## config.mk

```make
export PLATFORM = sky130hd
export DESIGN_NAME = lcd_sync_gen
export DESIGN_NICKNAME = d
export VERILOG_FILES = /design/src/rtl/lcd_sync_pkg.sv /design/src/rtl/lcd_sync_ctrl.sv /design/src/rtl/lcd_sync_datapath.sv /design/src/rtl/lcd_sync_gen.sv
export SDC_FILE = /design/constraint.sdc
export NUM_CORES = 1
export LEC_CHECK = 0
export BUFFER_PORTS_ARGS = -buffer_cell sky130_fd_sc_hd__buf_2
export CAP_MARGIN = 20
export CORE_MARGIN = 3
export CORE_UTILIZATION = 40
export CTS_CLUSTER_DIAMETER = 120
export DETAILED_ROUTE_END_ITERATION = 6
export PLACE_DENSITY_LB_ADDON = 0.05
export SYNTH_ARGS = -nofsm -noshare
export SYNTH_HDL_FRONTEND = slang
export SYNTH_SLANG_ARGS = --single-unit
```

## constraint.sdc

```tcl
create_clock -name clk -period 3 [get_ports clk]
set_input_delay 0.3 -clock clk [delete_from_list [all_inputs] [get_ports clk]]
set_output_delay 0.3 -clock clk [all_outputs]
set_load 0.02 [all_outputs]
```

## src/rtl/lcd_sync_pkg.sv

```systemverilog
package lcd_sync_pkg;

  localparam int TIME_W = 16;

  typedef struct packed {
    logic [TIME_W-1:0] hPeriod;
    logic [TIME_W-1:0] hPulse;
    logic [TIME_W-1:0] hStart;
    logic [TIME_W-1:0] hEnd;
    logic [TIME_W-1:0] vPulse;
  } hcfg_t;

  typedef struct packed {
    logic clear;
    logic advance;
    logic active;
  } strobe_t;

  function automatic hcfg_t makeCfg(input int cpp, input int corr, input int actPix,
                                    input int totPix, input int hsPix, input int startPix,
                                    input int vsPix);
    hcfg_t c;
    c.hPeriod = TIME_W'(totPix * cpp);
    c.hPulse  = TIME_W'(hsPix * cpp);
    c.hStart  = TIME_W'(startPix * cpp + corr);
    c.hEnd    = TIME_W'(startPix * cpp + corr + actPix * cpp);
    c.vPulse  = TIME_W'(vsPix * cpp);
    return c;
  endfunction

endpackage

```

## src/rtl/lcd_sync_ctrl.sv

```systemverilog
module lcd_sync_ctrl
  import lcd_sync_pkg::*;
#(
  parameter int ACT_PIX     = 320,
  parameter int H_TOTAL_PIX = 336,
  parameter int HSYNC_PIX   = 2,
  parameter int START_PIX   = 7,
  parameter int VSYNC_PIX   = 2,
  parameter int CORR_1X     = 0,
  parameter int CORR_2X     = 3,
  parameter int CORR_3X     = 5
) (
  input  logic       clk,
  input  logic       rstN,
  input  logic       enable,
  input  logic [1:0] modeSel,
  output strobe_t    strobe,
  output hcfg_t      cfg
);

  localparam int NUM_MODES = 3;
  localparam int CORR_TAB [NUM_MODES] = '{CORR_1X, CORR_2X, CORR_3X};

  logic       runQ;
  logic [1:0] modeQ;
  hcfg_t      modeCfg [NUM_MODES];
  logic [1:0] modeIdx;

  for (genvar g = 0; g < NUM_MODES; g++) begin : gen_mode_cfg
    assign modeCfg[g] = makeCfg(g + 1, CORR_TAB[g], ACT_PIX, H_TOTAL_PIX,
                                HSYNC_PIX, START_PIX, VSYNC_PIX);
  end

  // Reserved code 3 falls back to the one-tick-per-pixel mode
  assign modeIdx = (modeQ == 2'd3) ? 2'd0 : modeQ;
  assign cfg     = modeCfg[modeIdx];

  always_ff @(posedge clk or negedge rstN) begin
    if (!rstN) begin
      runQ  <= 1'b0;
      modeQ <= 2'd0;
    end else if (!enable) begin
      runQ  <= 1'b0;
      modeQ <= modeSel;
    end else begin
      runQ  <= 1'b1;
    end
  end

  assign strobe.clear   = !enable;
  assign strobe.advance = enable && runQ;
  assign strobe.active  = runQ;

  assert_mode_frozen_R7: assert property (@(posedge clk) disable iff (!rstN)
    (runQ && enable) |=> $stable(modeQ));

  assert_stop_clears_run_R8: assert property (@(posedge clk) disable iff (!rstN)
    !enable |=> !runQ);

endmodule

```

## src/rtl/lcd_sync_datapath.sv

```systemverilog
module lcd_sync_datapath
  import lcd_sync_pkg::*;
#(
  parameter int ACT_LINES   = 240,
  parameter int BLANK_LINES = 4
) (
  input  logic    clk,
  input  logic    rstN,
  input  strobe_t strobe,
  input  hcfg_t   cfg,
  output logic    hsyncN,
  output logic    vsyncN,
  output logic    lineValid,
  output logic    frameStart
);

  localparam int V_LINES = ACT_LINES + BLANK_LINES;
  localparam int V_W     = $clog2(V_LINES);
  localparam int V_FIRST = BLANK_LINES / 2;

  localparam logic [V_W-1:0] V_LAST     = V_W'(V_LINES - 1);
  localparam logic [V_W-1:0] V_ACT_LO   = V_W'(V_FIRST);
  localparam logic [V_W-1:0] V_ACT_HI   = V_W'(V_FIRST + ACT_LINES);

  logic [TIME_W-1:0] hCnt;
  logic [V_W-1:0]    vCnt;
  logic              hWrap;
  logic              vActive;
  logic              hActive;

  assign hWrap = (hCnt == cfg.hPeriod - TIME_W'(1));

  always_ff @(posedge clk or negedge rstN) begin
    if (!rstN) begin
      hCnt <= '0;
      vCnt <= '0;
    end else if (strobe.clear) begin
      hCnt <= '0;
      vCnt <= '0;
    end else if (strobe.advance) begin
      if (hWrap) begin
        hCnt <= '0;
        vCnt <= (vCnt == V_LAST) ? '0 : vCnt + V_W'(1);
      end else begin
        hCnt <= hCnt + TIME_W'(1);
      end
    end
  end

  assign vActive = (vCnt >= V_ACT_LO) && (vCnt < V_ACT_HI);
  assign hActive = (hCnt >= cfg.hStart) && (hCnt < cfg.hEnd);

  assign hsyncN     = !(strobe.active && (hCnt < cfg.hPulse));
  assign vsyncN     = !(strobe.active && (vCnt == '0) && (hCnt < cfg.vPulse));
  assign lineValid  = strobe.active && hActive && vActive;
  assign frameStart = strobe.active && (hCnt == '0) && (vCnt == '0);

  assert_hcnt_in_line_R2: assert property (@(posedge clk) disable iff (!rstN)
    strobe.active |-> (hCnt < cfg.hPeriod));

  assert_frame_wrap_R4: assert property (@(posedge clk) disable iff (!rstN)
    (strobe.advance && hWrap && (vCnt == V_LAST)) |=> frameStart);

  assert_frame_single_R5: assert property (@(posedge clk) disable iff (!rstN)
    frameStart |=> !frameStart);

endmodule

```

## src/rtl/lcd_sync_gen.sv

```systemverilog
module lcd_sync_gen
  import lcd_sync_pkg::*;
#(
  parameter int ACT_PIX     = 320,
  parameter int H_TOTAL_PIX = 336,
  parameter int HSYNC_PIX   = 2,
  parameter int START_PIX   = 7,
  parameter int VSYNC_PIX   = 2,
  parameter int ACT_LINES   = 240,
  parameter int BLANK_LINES = 4,
  parameter int CORR_1X     = 0,
  parameter int CORR_2X     = 3,
  parameter int CORR_3X     = 5
) (
  input  logic       clk,
  input  logic       rstN,
  input  logic       enable,
  input  logic [1:0] modeSel,
  output logic       hsyncN,
  output logic       vsyncN,
  output logic       lineValid,
  output logic       frameStart
);

  strobe_t strobe;
  hcfg_t   cfg;

  lcd_sync_ctrl #(
    .ACT_PIX(ACT_PIX), .H_TOTAL_PIX(H_TOTAL_PIX), .HSYNC_PIX(HSYNC_PIX),
    .START_PIX(START_PIX), .VSYNC_PIX(VSYNC_PIX),
    .CORR_1X(CORR_1X), .CORR_2X(CORR_2X), .CORR_3X(CORR_3X)
  ) i_ctrl (
    .clk(clk), .rstN(rstN), .enable(enable), .modeSel(modeSel),
    .strobe(strobe), .cfg(cfg)
  );

  lcd_sync_datapath #(
    .ACT_LINES(ACT_LINES), .BLANK_LINES(BLANK_LINES)
  ) i_datapath (
    .clk(clk), .rstN(rstN), .strobe(strobe), .cfg(cfg),
    .hsyncN(hsyncN), .vsyncN(vsyncN), .lineValid(lineValid), .frameStart(frameStart)
  );

  assert_idle_after_stop_R8: assert property (@(posedge clk) disable iff (!rstN)
    !enable |=> (hsyncN && vsyncN && !lineValid && !frameStart));

  assert_window_outside_sync_R3: assert property (@(posedge clk) disable iff (!rstN)
    lineValid |-> hsyncN);

  assert_vsync_inside_hsync_R4: assert property (@(posedge clk) disable iff (!rstN)
    !vsyncN |-> !hsyncN);

  assert_frame_with_sync_R5: assert property (@(posedge clk) disable iff (!rstN)
    frameStart |-> (!hsyncN && !vsyncN));

endmodule

```

==> flow_metrics.env <==
export IMPL_nNetsFinal=245
export IMPL_place_congestion=0.850
export IMPL_die_area_um2=5640
export IMPL_std_cell_rows=24
export IMPL_die_h_um=75.1
export IMPL_postPlaceCellArea_um2=1980
export IMPL_avgSynthCellArea_um2=8.76
export IMPL_num_vias=1567
export IMPL_antenna_found_initial=0
export IMPL_p_total_mw=0.724
export IMPL_crit_type="reg2out"
export IMPL_grt_busiest_layer="met2"
export IMPL_drc=0
export IMPL_cts_tree="done"
export IMPL_initial_core_util_pct=42.7
export IMPL_hold_slack_ps=28.9
export IMPL_via_per_inst=5.72
export IMPL_worstPathMaxFanout=4
export IMPL_yosysSeqAreaShare_pct=35.4
export IMPL_fin_crit_sh_pct=92.6
export IMPL_synthFlopType="dfrtp_1"
export IMPL_post_route_min_period_ps=2780
export IMPL_globalRouteMet1Util_pct=23.9
export IMPL_peakVddDrop_mv=0.140
export IMPL_outcome="complete, no violations"
export IMPL_worstPathRequired_ps=2700
export IMPL_placed_cells=270
export IMPL_syn_nets=240
export IMPL_io_buffers=8
export IMPL_fmax_ghz=0.360
export IMPL_routedWlPerCell_um=15.9
export IMPL_async_flop_share_pct=100
export IMPL_synth_area_um2=1910
export IMPL_diodes=0
export IMPL_p_per_area_nw_per_um2=358
export IMPL_cts_setup_buffers=0
export IMPL_crit_arrival_ps=2480
export IMPL_grtUsageMet2_pct=27.6
export IMPL_core_area_um2=4470
export IMPL_dp_hpwl_um=3230
export IMPL_ys_seq_elements=27
export IMPL_io_pins=9
export IMPL_cts_sinks=27
export IMPL_ant_nets=0
export IMPL_worst_clock_skew_ps=6.54
export IMPL_slew_headroom_pct=58.4
export IMPL_drive_gt1_share_pct=7.66
export IMPL_hold_path_class="in2async"
export IMPL_first_iter_violations=108
export IMPL_finalNonFillerCells=274
export IMPL_design_area_um2=2020
export IMPL_clk_pin_slew_ps=100
export IMPL_pre_cts_ws_ps=550
export IMPL_cts_resized=0
export IMPL_hold_viol_final=0
export IMPL_grt_first_pass_wirelength_um=7400
export IMPL_syn_to_final_growth_pct=5.96
export IMPL_synth_edf_count=0
export IMPL_rsz0062_at_grt="no"
export IMPL_leakagePower_nw=0.884
export IMPL_max_cap_viol_count=0
export IMPL_cts_buffers=3
export IMPL_cts_hold_buf=0
export IMPL_first_pass_iters=4
export IMPL_worstSkewPairLatency_ps=270
export IMPL_critPathLaunchType="flop"
export IMPL_worst_slew_pin_slew_ps=624
export IMPL_yosysWarnings=0
export IMPL_grt_max_degree=28
export IMPL_use_met3_pct=2.00
export IMPL_grtUsageTotal_pct=17.0
export IMPL_cts_root_buf="clkbuf_8"
export IMPL_grt_pass1_vias=1496
export IMPL_cts_max_path_buffers=2
export IMPL_synthCells=218
export IMPL_utilization_pct=45.2
export IMPL_setup_ws_ps=221
export IMPL_setup_violations_final=0
export IMPL_setup_tns_ps=0
export IMPL_totalWireLength_um=4350
export IMPL_worstSetupEndpointType="primary output"
export IMPL_h_tree_depth=1
export IMPL_grt_overflow=0
export IMPL_finalMaxSlewViolations=0
export IMPL_yosysUniqueCellTypes=43
export IMPL_die_x_um=75.1
## sequential cells by signal (all words and copies together) (netlist names)
name / cells
i_ctrl.modeQ: 2
i_ctrl.runQ: 1
i_datapath.hCnt: 16
i_datapath.vCnt: 8
## worst max-delay path, stage by stage, from the launching register on
cell	delay (ps)
dfrtp_1	430
or4_4	570
nor3_1	380
nand4_1	210
nor3_1	320
nand3_1	120
buf_2	180
## cells by family (layout without fill, tap and decap cells)
logic type / Yosys count / after routing / share of synthesized area (%)
AOI/OAI and AO/OA: 32 / 32 / 11.4
xor gates and xnor gates: 14 / 14 / 6.42
adders and majority gates: 17 / 17 / 11.1
buffers and inverters: 22 / 26 / 4.72
DFF: 27 / 27 / 35.4
muxes: 3 / 3 / 1.70
and+or+nand+nor: 103 / 103 / 29.2
## cells in the mapped netlist, types with 2 or more instances
cell type | number | area [um2]
xor2_1 | 5 | 43.8
nor2_1 | 21 | 78.8
mux2_2 | 2 | 22.5
and3_1 | 4 | 25.0
xnor2_1 | 9 | 78.8
dfrtp_1 | 27 | 676
o21ai_1 | 4 | 20.0
a21oi_1 | 3 | 15.0
a21boi_0 | 2 | 15.0
ha_1 | 17 | 213
nand3_1 | 13 | 65.1
inv_1 | 14 | 52.6
nor4_1 | 2 | 12.5
nand4b_1 | 2 | 17.5
clkbuf_1 | 7 | 26.3
o211ai_1 | 2 | 15.0
nand2b_1 | 4 | 25.0
nor2b_1 | 3 | 18.8
a21boi_1 | 7 | 52.6
nor3_1 | 9 | 45.0
a31oi_1 | 2 | 12.5
o21ai_0 | 3 | 15.0
nand4_1 | 7 | 43.8
and2_1 | 5 | 31.3
or3_1 | 6 | 37.5
o22ai_1 | 3 | 18.8
nand2_1 | 19 | 71.3
## path summary, 6_finish.rpt
| kind | from | end | slack [ps] | cells past startpoint |
|---|---|---|---|---|
| max | i_datapath.hCnt[12] | vsyncN | 220 | 6 |
| min | rstN | i_ctrl.modeQ[0] | 30 | 1 |
| max reg2reg | i_datapath.hCnt[12] | i_datapath.vCnt[2] | 570 | 5 |
| min reg2reg | i_datapath.hCnt[11] | i_datapath.hCnt[11] | 590 | 2 |
| max in group asynchronous | rstN | i_datapath.vCnt[2] | 2560 | 1 |
| min in group clk | modeSel[1] | i_ctrl.modeQ[1] | 250 | 2 |
## layer usage
layer  wire length (um)  part of all wire (%)
met4                 31                  0.71
met5                  0                     0
met3                125                   2.9
met2               2040                    47
met1               2160                    50
## power by group
group	internal, mW	switching, mW
clock	0.0931	0.117
combinational	0.0488	0.0787
sequential	0.371	0.0153
total	0.513	0.211
## area by class of cell
| class | instances | area, um2 |
|---|---|---|
| flip-flops and latches | 27 | 676 |
| clock buffers | 3 | 41.3 |
| inverters | 14 | 52.6 |
| well taps | 52 | 65.1 |
| repair buffers | 8 | 40.0 |
| clock inverters | 1 | 5.00 |
| multi-input cells | 169 | 1140 |
| fillers | 446 | 2450 |
## placed cells by master (no fill, tap or decap), types with 2 or more instances in the layout
cell type  count
dfrtp_1       27
nor2_1        21
nand2_1       19
ha_1          17
inv_1         14
nand3_1       13
nor3_1         9
xnor2_1        9
buf_2          8
nand4_1        7
a21boi_1       7
or3_1          6
xor2_1         5
and2_1         5
nand2b_1       4
and3_1         4
o21ai_1        4
a21oi_1        3
o21ai_0        3
o22ai_1        3
nor2b_1        3
clkbuf_8       3
nor4_1         2
a21boi_0       2
nand4b_1       2
o211ai_1       2
a31oi_1        2
mux2_2         2
Note: power is estimated with default switching activity, not from simulation.
